[src/rtl/bsplit_pkg.sv]
package bsplit_pkg;
  localparam int MAX_LG  = 6;   // 64-byte ceiling
  localparam int BEAT_LG = 3;   // 8-byte port
  localparam int LG_W    = 3;
  localparam int BEATS_W = 4;

  typedef logic [LG_W-1:0] lg_t;

  // Largest permitted transaction (log2 bytes) for one side
  function automatic lg_t cap_lg(input logic [1:0] bsize, input logic burst_ok);
    if (!burst_ok)        return lg_t'(BEAT_LG);
    else if (bsize >= 2)  return lg_t'(MAX_LG);
    else                  return lg_t'(4 + int'(bsize));
  endfunction

  function automatic logic [BEATS_W-1:0] beats_of(input lg_t lg);
    if (lg <= lg_t'(BEAT_LG)) return BEATS_W'(1);
    return BEATS_W'(1) << (lg - lg_t'(BEAT_LG));
  endfunction
endpackage

[src/rtl/bsplit_size_sel.sv]
module bsplit_size_sel
  import bsplit_pkg::*;
#(
  parameter int LEN_W = 16
) (
  input  logic [MAX_LG-1:0] addr_lo,
  input  logic [LEN_W-1:0]  remain,
  input  lg_t               cap,
  output lg_t               lg
);
  // Pick the largest size that fits the remainder, the alignment and the cap
  always_comb begin
    lg = '0;
    for (int i = 1; i <= MAX_LG; i++) begin
      if ((i <= int'(cap)) &&
          (remain >= (LEN_W'(1) << i)) &&
          ((int'(addr_lo) & ((1 << i) - 1)) == 0))
        lg = lg_t'(i);
    end
  end
endmodule

[src/rtl/bsplit_engine.sv]
module bsplit_engine
  import bsplit_pkg::*;
#(
  parameter int ADDR_W = 32,
  parameter int LEN_W  = 16
) (
  input  logic               clk,
  input  logic               rst_n,
  input  logic               load,
  input  logic [ADDR_W-1:0]  ld_addr,
  input  logic [LEN_W-1:0]   ld_len,
  input  logic [1:0]         ld_bsize,
  input  logic               ld_burst_ok,
  output logic               busy,
  output logic               cmd_valid,
  input  logic               cmd_ready,
  output logic [ADDR_W-1:0]  cmd_addr,
  output lg_t                cmd_lg,
  output logic [BEATS_W-1:0] cmd_beats,
  output logic               cmd_burst
);
  logic [ADDR_W-1:0] cur_addr;
  logic [LEN_W-1:0]  remain;
  lg_t               cap_q;
  lg_t               lg;
  logic [LEN_W-1:0]  step;
  logic              fire;

  bsplit_size_sel #(.LEN_W(LEN_W)) u_sel (
    .addr_lo (cur_addr[MAX_LG-1:0]),
    .remain  (remain),
    .cap     (cap_q),
    .lg      (lg)
  );

  assign step = LEN_W'(1) << lg;
  assign fire = busy && cmd_ready;

  always_ff @(posedge clk or negedge rst_n) begin
    if (!rst_n) begin
      busy     <= 1'b0;
      cur_addr <= '0;
      remain   <= '0;
      cap_q    <= '0;
    end else if (load) begin
      busy     <= (ld_len != '0);
      cur_addr <= ld_addr;
      remain   <= ld_len;
      cap_q    <= cap_lg(ld_bsize, ld_burst_ok);
    end else if (fire) begin
      cur_addr <= cur_addr + ADDR_W'(step);
      remain   <= remain - step;
      if (remain == step) busy <= 1'b0;
    end
  end

  assign cmd_valid = busy;
  assign cmd_addr  = cur_addr;
  assign cmd_lg    = lg;
  assign cmd_beats = beats_of(lg);
  assign cmd_burst = (lg > lg_t'(BEAT_LG));
endmodule

[src/rtl/burst_splitter.sv]
module burst_splitter
  import bsplit_pkg::*;
#(
  parameter int ADDR_W = 32,
  parameter int LEN_W  = 16
) (
  input  logic               clk,
  input  logic               rst_n,
  input  logic               job_valid,
  output logic               job_ready,
  input  logic [ADDR_W-1:0]  job_src_addr,
  input  logic [ADDR_W-1:0]  job_dst_addr,
  input  logic [LEN_W-1:0]   job_len,
  input  logic [1:0]         rd_bsize,
  input  logic               rd_burst_ok,
  input  logic [1:0]         wr_bsize,
  input  logic               wr_burst_ok,
  output logic               rd_cmd_valid,
  input  logic               rd_cmd_ready,
  output logic [ADDR_W-1:0]  rd_cmd_addr,
  output logic [2:0]         rd_cmd_lg,
  output logic [3:0]         rd_cmd_beats,
  output logic               rd_cmd_burst,
  output logic               wr_cmd_valid,
  input  logic               wr_cmd_ready,
  output logic [ADDR_W-1:0]  wr_cmd_addr,
  output logic [2:0]         wr_cmd_lg,
  output logic [3:0]         wr_cmd_beats,
  output logic               wr_cmd_burst
);
  logic rd_busy, wr_busy, load;

  assign job_ready = !rd_busy && !wr_busy;
  assign load      = job_valid && job_ready;

  bsplit_engine #(.ADDR_W(ADDR_W), .LEN_W(LEN_W)) u_rd (
    .clk(clk), .rst_n(rst_n), .load(load),
    .ld_addr(job_src_addr), .ld_len(job_len),
    .ld_bsize(rd_bsize), .ld_burst_ok(rd_burst_ok),
    .busy(rd_busy),
    .cmd_valid(rd_cmd_valid), .cmd_ready(rd_cmd_ready),
    .cmd_addr(rd_cmd_addr), .cmd_lg(rd_cmd_lg),
    .cmd_beats(rd_cmd_beats), .cmd_burst(rd_cmd_burst)
  );

  bsplit_engine #(.ADDR_W(ADDR_W), .LEN_W(LEN_W)) u_wr (
    .clk(clk), .rst_n(rst_n), .load(load),
    .ld_addr(job_dst_addr), .ld_len(job_len),
    .ld_bsize(wr_bsize), .ld_burst_ok(wr_burst_ok),
    .busy(wr_busy),
    .cmd_valid(wr_cmd_valid), .cmd_ready(wr_cmd_ready),
    .cmd_addr(wr_cmd_addr), .cmd_lg(wr_cmd_lg),
    .cmd_beats(wr_cmd_beats), .cmd_burst(wr_cmd_burst)
  );
endmodule

[config.mk]
export PLATFORM = sky130hd
export DESIGN_NAME = burst_splitter
export DESIGN_NICKNAME = d
export VERILOG_FILES = /design/src/rtl/bsplit_pkg.sv /design/src/rtl/bsplit_size_sel.sv /design/src/rtl/bsplit_engine.sv /design/src/rtl/burst_splitter.sv
export SDC_FILE = /design/constraint.sdc
export NUM_CORES = 1
export LEC_CHECK = 0
export BUFFER_PORTS_ARGS = -buffer_cell sky130_fd_sc_hd__buf_2
export CAP_MARGIN = 20
export CELL_PAD_IN_SITES_DETAIL_PLACEMENT = 1
export CELL_PAD_IN_SITES_GLOBAL_PLACEMENT = 2
export CORE_MARGIN = 2
export CORE_UTILIZATION = 29
export DETAILED_ROUTE_END_ITERATION = 8
export GPL_TIMING_DRIVEN = 0
export PLACE_DENSITY = 0.88
export SLEW_MARGIN = 20
export SYNTH_ARGS = -nofsm -noshare
export SYNTH_HDL_FRONTEND = slang
export SYNTH_HIERARCHICAL = 1
export SYNTH_SLANG_ARGS = --single-unit
[constraint.sdc]
create_clock -name clk -period 3.6 [get_ports clk]
set_clock_uncertainty 0.15 [all_clocks]
set_input_delay 0.18 -clock clk [delete_from_list [all_inputs] [get_ports clk]]
set_output_delay 0.18 -clock clk [all_outputs]
set_load 0.05 [all_outputs]
## After elaboration in Yosys (flattened, before gate mapping)

Cells that the tools add are included.

| word-level totals | value |
|---|---|
| input port bits | 91 |
| register bits after elaboration | 104 |

| operators by class | value |
|---|---|
| add/sub/neg operators | 8 |
| shifts and indexed selects | 4 |
| magnitude comparators | 30 |
| equality and inequality tests | 2 |
| reduce and logical (&&, ||, !) cells | 49 |
| muxes and demuxes | 36 |

Operators with widths:

| cell | count |
|---|---|
| $logic_not A32 Y1 | 12 |
| $mux W32 | 4 |
| $add A32 B16 Y32 | 2 |
| $mux W16 | 4 |
| $eq A16 B16 Y1 | 2 |
| $ge A16 B2 Y1 const B | 2 |
| $ge A16 B3 Y1 const B | 2 |
| $ge A16 B4 Y1 const B | 2 |
| $ge A16 B5 Y1 const B | 2 |
| $ge A16 B6 Y1 const B | 2 |
| $ge A16 B7 Y1 const B | 2 |
| $shl A1 B3 Y16 const A | 2 |
| $sub A16 B16 Y16 | 2 |
| $mux W3 | 10 |
| $logic_and A1 B1 Y1 | 28 |
| $le A3 B3 Y1 const A | 6 |
| $mux W4 | 4 |
| $reduce_bool A16 Y1 | 1 |
| $le A2 B3 Y1 const A | 4 |
| $mux W1 | 10 |
| $mux W2 | 4 |
| $reduce_bool A2 Y1 | 4 |
| $shl A1 B3 Y4 const A | 2 |
| $add A3 B2 Y3 const A | 2 |
| other kinds (7) | 14 |

## Depth between registers and ports, before layout

| depth | value |
|---|---|
| depth in word-level cells | 14 |
| gate-level depth with buffers | 16 |
| depth with buffers taken out | 15 |

## Hierarchy

The synthesis kept the hierarchy.

By module, submodules not included:

| module | area each (µm²) | times used | cells an instance |
|---|---|---|---|
| bsplit_engine at u_rd | 3925.0 | 1 | 480 |
| bsplit_engine at u_wr | 3457.1 | 1 | 406 |
| bsplit_size_sel at u_rd.u_sel | 193.9 | 1 | 30 |
| bsplit_size_sel at u_wr.u_sel | 183.9 | 1 | 26 |
| burst_splitter | 16.3 | 1 | 2 |

## Worst setup path after synthesis

Ideal clock, no wire load.

| timing path | value |
|---|---|
| path type | register -> register |
| start point | register u_rd.cur_addr[1], in the netlist u_rd/cmd_addr[1] |
| end point | register u_rd.remain[13] |
| clock period less this slack | 5.351 ns |
| slack | -1.751 ns |
| stages on the path, launching flop included | 14 |
| required time | 3.368 ns |
| arrival time | 5.119 ns |
| cell sequence | dfrtp_1 nor4_1 nand2_1 or4b_2 o21ai_0 and2_1 ha_1 inv_1 ha_1 o21a_1 o31a_1 o31a_1 or4_1 a31oi_1 |

| between the ends | value |
|---|---|
| cells in the longest elaborated chain, start to end | 11 |
| elaborated cells on any way between the ends | 19 |

RTL lines:

| what | line | source |
|---|---|---|
| from (decl) | bsplit_engine.sv:22 | `logic [ADDR_W-1:0] cur_addr;` |
| from (signal assigned) | bsplit_engine.sv:47 | `cur_addr <= ld_addr;` |
| from (signal assigned) | bsplit_engine.sv:51 | `cur_addr <= cur_addr + ADDR_W'(step);` |
| $logic_not A32 Y1 | bsplit_size_sel.sv:17 | `((int'(addr_lo) & ((1 << i) - 1)) == 0))` |
| $logic_and A1 B1 Y1 | bsplit_size_sel.sv:16 | `(remain >= (LEN_W'(1) << i)) &&` |
| $mux W2 (2 in a row) | bsplit_size_sel.sv:15 | `if ((i <= int'(cap)) &&` |
| $mux W3 (2 in a row) | bsplit_size_sel.sv:15 |  |
| $mux W3 (*) | bsplit_size_sel.sv:15 |  |
| named net rd_cmd_lg[1] | burst_splitter.sv:21 | `output logic [2:0] rd_cmd_lg,` |
| $shl A1 B3 Y16 (*) | bsplit_engine.sv:36 | `assign step = LEN_W'(1) << lg;` |
| $sub A16 B16 Y16 (*) | bsplit_engine.sv:52 | `remain <= remain - step;` |
| $mux W16 (*) | bsplit_engine.sv:50 | `end else if (fire) begin` |
| $mux W16 (*) | bsplit_engine.sv:45 | `end else if (load) begin` |
| to (signal assigned) | bsplit_engine.sv:48 | `remain <= ld_len;` |
| to (signal assigned) | bsplit_engine.sv:52 |  |
| to (decl) | bsplit_engine.sv:23 | `logic [LEN_W-1:0] remain;` |

Mark *: on every way through the listed nets, which the timed path passes. The rest lies on a longest branch. The select of a mux whose other input is x is not followed.
A chain may end at the register's enable or synchronous reset.

## Worst setup path after layout

| timing path | value |
|---|---|
| start point | register u_rd.remain[15] |
| end point | register u_rd.remain[9] |

| between the ends | value |
|---|---|
| cells in the longest elaborated chain, start to end | 13 |
| elaborated cells on any way between the ends | 28 |

RTL lines:

| what | line |
|---|---|
| $ge A16 B2 Y1 | bsplit_size_sel.sv:16 |
| $logic_and A1 B1 Y1 | bsplit_size_sel.sv:15 |
| $logic_and A1 B1 Y1 | bsplit_size_sel.sv:16 |
| $mux W1 | bsplit_size_sel.sv:15 |
| $mux W2 (2 in a row) | bsplit_size_sel.sv:15 |
| $mux W3 (2 in a row) | bsplit_size_sel.sv:15 |
| $mux W3 (*) | bsplit_size_sel.sv:15 |
| $shl A1 B3 Y16 (*) | bsplit_engine.sv:36 |
| $sub A16 B16 Y16 (*) | bsplit_engine.sv:52 |
| $mux W16 (*) | bsplit_engine.sv:50 |
| $mux W16 (*) | bsplit_engine.sv:45 |

Mark *: on every way between the ends. The rest lies on a longest branch, timed or not. The select of a mux whose other input is x is not followed.

==> flow_metrics.tcl <==
set metrics [dict create \
    layout_worst_path_cycle_share_pct 113 \
    initial_antenna_violation_count 0 \
    postSynthAreaPerCell_um2 8.24 \
    holdCritStartpoint "job_src_addr[31]" \
    timing_worst_slew_pin_value_ns 0.939 \
    area_inside_the_core_boundary_um2 26200 \
    setup-tns-final_ns -28.56 \
    worst-setup-path-type "reg -> reg" \
    critical_path.reg2reg.startpoint "u_rd/remain[15]$_DFFE_PN0P_" \
    clk_pin_slew_worst_paths_ns 0.08 \
    grt.overflow.total 0 \
    synth-seq-cells 104 \
    row_count 59 \
    met1_usage_pct 29.4 \
    detail_route.iter0.violations 559 \
    grt_first_pass_wirelength_mm 53.4 \
    yosysWarningCount 6 \
    area.growth.synth_to_final_pct 60.3 \
    start_kind "register" \
    violations "negative setup slack" \
    postSynth.asyncResetShare_pct 100 \
    seq_area_frac_synth_pct 33.5 \
    grt_busiest_layer "met2" \
    dominantRegCellSynth "dfrtp_1" \
    final-max-slew-violation-count 0 \
    power.leakage_nw 4.97 \
    met2_usage_pct 42.4 \
    synthesis.nets 1075 \
    drcViolationCount 0 \
    drt-pass1-iter-count 5 \
    drive_gt1_share_pct 38.3 \
    first_global_vias 9608 \
    boundaryPins 174 \
    diodes 0 \
    last_weighted_congestion_value_of_the_routability_driven_placer 0.844 \
    post-route-cell-area_um2 12500 \
    hold_viol_final 0 \
    startpoint "u_rd/remain[15]$_DFFE_PN0P_" \
    effective_utilization_at_floorplan_pct 29.7 \
    synth-edff-count 0 \
    finalWirelength_mm 35.4 \
    pin_count_of_the_biggest_net_entering_global_routing 57 \
    timing.final.setup_violations 87 \
    clock_tree.htree_level_count 3 \
    post_synth_num_cell_types 75 \
    track_usage_pct 23.8 \
    horiz_die_dim_um 168 \
    tritoncts "built" \
    post_layout_nonfiller_instances 1638 \
    post_synth_inst_count 944 \
    p_total_mw 12.8 \
    n_fill_cell 3008 \
    worstPathArrival_ns 4.22 \
    cts-root-to-sink-buffers 2 \
    syn_area_um2 7780 \
    place.detailed.instances 1453 \
    design.die.area_um2 28100 \
    final_antenna_net_count 0 \
    clock_sink_total 104 \
    end_kind "register" \
    global_route.usage.met3_pct 3.83 \
    routedWlPerCell_um 21.6 \
    relSlewSlack_pct 36.8 \
    achievable-frequency_mhz 245 \
    critical_path.max_fanout 7 \
    setup_repair_after_global_routing_missed_its_margin "true" \
    numPortBuffers 173 \
    min_path_type "in -> reg" \
    finalWorstPathRequiredPeriod_ns 4.08 \
    routed-via-count 9146 \
    cts_made_buffers 9 \
    maxCapViolations 0 \
    via_per_inst 5.58 \
    detailed_place_hpwl_mm 22.9 \
    power_density_nw_per_um2 1030 \
    vdd.ir_drop.worst_v 0.000670 \
    clk-insertion-delay-late_ns 0.37 \
    outcome "finished with violations" \
    design.final.nets 1429 \
    critPathRequiredTime_ns 3.73 \
    die_height_um 168 \
    cts_root_buffer "clkbuf_16" \
    postLayoutSetupSlackWorst_ns -0.484 \
    placed_cell_area_um2 9630 \
]
## stage by stage
stage | utilization, % | setup WS [ns] | hold slack, ns
floorplan | - | -0.482 | -0.266
global placement | 36.6 | -1.05 | 0.234
detailed placement | 36.7 | -1.06 | 0.0273
CTS | 45.0 | -0.367 | 0.00385
global route | 47.6 | -0.596 | 0.0402
finish | 47.6 | -0.484 | 0.0197
## power breakdown
| group | internal (mW) | leakage (nW) | total, mW | switching, mW |
|---|---|---|---|---|
| clock | 0.564 | 0.145 | 1.09 | 0.523 |
| sequential | 1.70 | 1.21 | 2.52 | 0.823 |
| combinational | 3.78 | 3.62 | 9.20 | 5.42 |
## what timing repair did
action                                  CTS  global route
setup buffers                            58            36
endpoints found under the setup margin   93            94
resized for setup                       133           109
hold endpoints to repair                137             1
hold buffers                             80             1
gates cloned                              1             1
pin swaps                                90            84
## worst paths after layout
path | end | slack [ns] | cells past startpoint
max | u_rd/remain[9]$_DFFE_PN0P_ | -0.48 | 14
min | u_rd/cmd_addr[31]$_DFFE_PN0P_ | 0.02 | 4
max reg2reg | u_rd/remain[9]$_DFFE_PN0P_ | -0.48 | 14
min reg2reg | u_wr/remain[6]$_DFFE_PN0P_ | 0.42 | 2
max in group asynchronous | u_wr/cmd_addr[1]$_DFFE_PN0P_ | 2.37 | 3
min in group asynchronous | u_rd/cmd_addr[16]$_DFFE_PN0P_ | 0.20 | 2
## placed cells by master (no fill, tap or decap), types with 19 or more instances in the layout
cell type	n
buf_4	67
clkbuf_1	30
nor2_1	49
nand4_1	20
ha_4	29
inv_1	22
a21oi_1	36
dfrtp_1	94
o21ai_1	56
nand2_1	81
xor2_1	29
dlygate4sd3_1	81
nand3_2	19
o21ai_0	28
buf_2	165
nand3_1	50
buf_6	29
## synthesized netlist by cell type (4+ instances only)
master	instances	area [um^2]
nor2b_1	22	138
mux2i_1	6	60.1
nand3b_1	8	60.1
nand2_1	86	323
fa_1	4	80.1
a21o_1	8	60.1
a221oi_1	4	35.0
or3_1	13	81.3
and2_1	7	43.8
nand4_1	20	125
ha_1	36	450
a22oi_1	5	37.5
a211oi_1	6	45.0
nor3_1	29	145
a31oi_1	14	87.6
o21ai_1	4	20.0
o31a_1	6	52.6
nand3_1	72	360
a22o_1	5	43.8
a21oi_1	49	245
o21ai_0	97	485
inv_1	34	128
dfrtp_1	104	2600
o211ai_1	5	37.5
xor2_1	30	263
nor2_1	56	210
o31ai_1	9	67.6
o21a_1	13	97.6
nor3b_1	6	45.0
and4_1	4	35.0
and3_1	20	125
nand2b_1	5	31.3
or2_2	7	43.8
clkbuf_1	33	124
xnor2_1	18	158
nor4_1	24	150
buf_1	5	18.8
or4_1	13	97.6
## flip-flops by register name (all words and copies together) (netlist names)
name and flops:
u_rd/busy 1, u_rd/cap_q 3, u_rd/cmd_addr 32, u_rd/remain 16, u_wr/busy 1, u_wr/cap_q 3, u_wr/cmd_addr 32, u_wr/remain 16
## cell families (layout without fill, tap and decap cells)
family | count (synthesis) | after routing | share of synthesized area [%]
XOR/XNOR | 48 | 48 | 5.41
AND/OR/NAND/NOR | 412 | 412 | 28.8
adder cells (fa/ha/maj) | 40 | 40 | 6.82
AO/OA/AOI/OAI | 257 | 258 | 20.6
flip-flops | 104 | 104 | 33.5
multiplexers | 8 | 8 | 1.06
buffers and inverters | 75 | 433 | 3.81
## area by class of cell
| class | instances | area, um^2 | share of cell area (%) |
|---|---|---|---|
| flip-flops and latches | 104 | 2620 | 21.0 |
| clock inverters | 6 | 67.6 | 0.542 |
| plain buffers | 39 | 175 | 1.41 |
| well taps | 335 | 419 | 3.36 |
| multi-input cells | 766 | 6270 | 50.3 |
| clock buffers | 10 | 239 | 1.92 |
| repair buffers | 344 | 2530 | 20.3 |
| inverters | 34 | 146 | 1.17 |
## critical path: stages, from the launching register on
cell and delay (ns):
dfrtp_1 0.40, or4_4 0.57, nor4_4 0.26, buf_4 0.20
nand3b_1 0.10, a221oi_2 0.35, nor2_4 0.12, nor2_1 0.18
nand2_2 0.13, ha_4 0.26, o21a_1 0.18, o31a_1 0.14
o31a_1 0.31, or4_1 0.48, a31oi_1 0.18
## layer usage
layer	vias to the layer above	wire, um	part of all wire (%)
met3	68	1600	4.5
li1	4226	-	-
met5	-	0	0
met4	0	915	2.6
met2	290	18300	52
met1	4562	14700	41
Note: power is estimated with default switching activity, not from simulation.
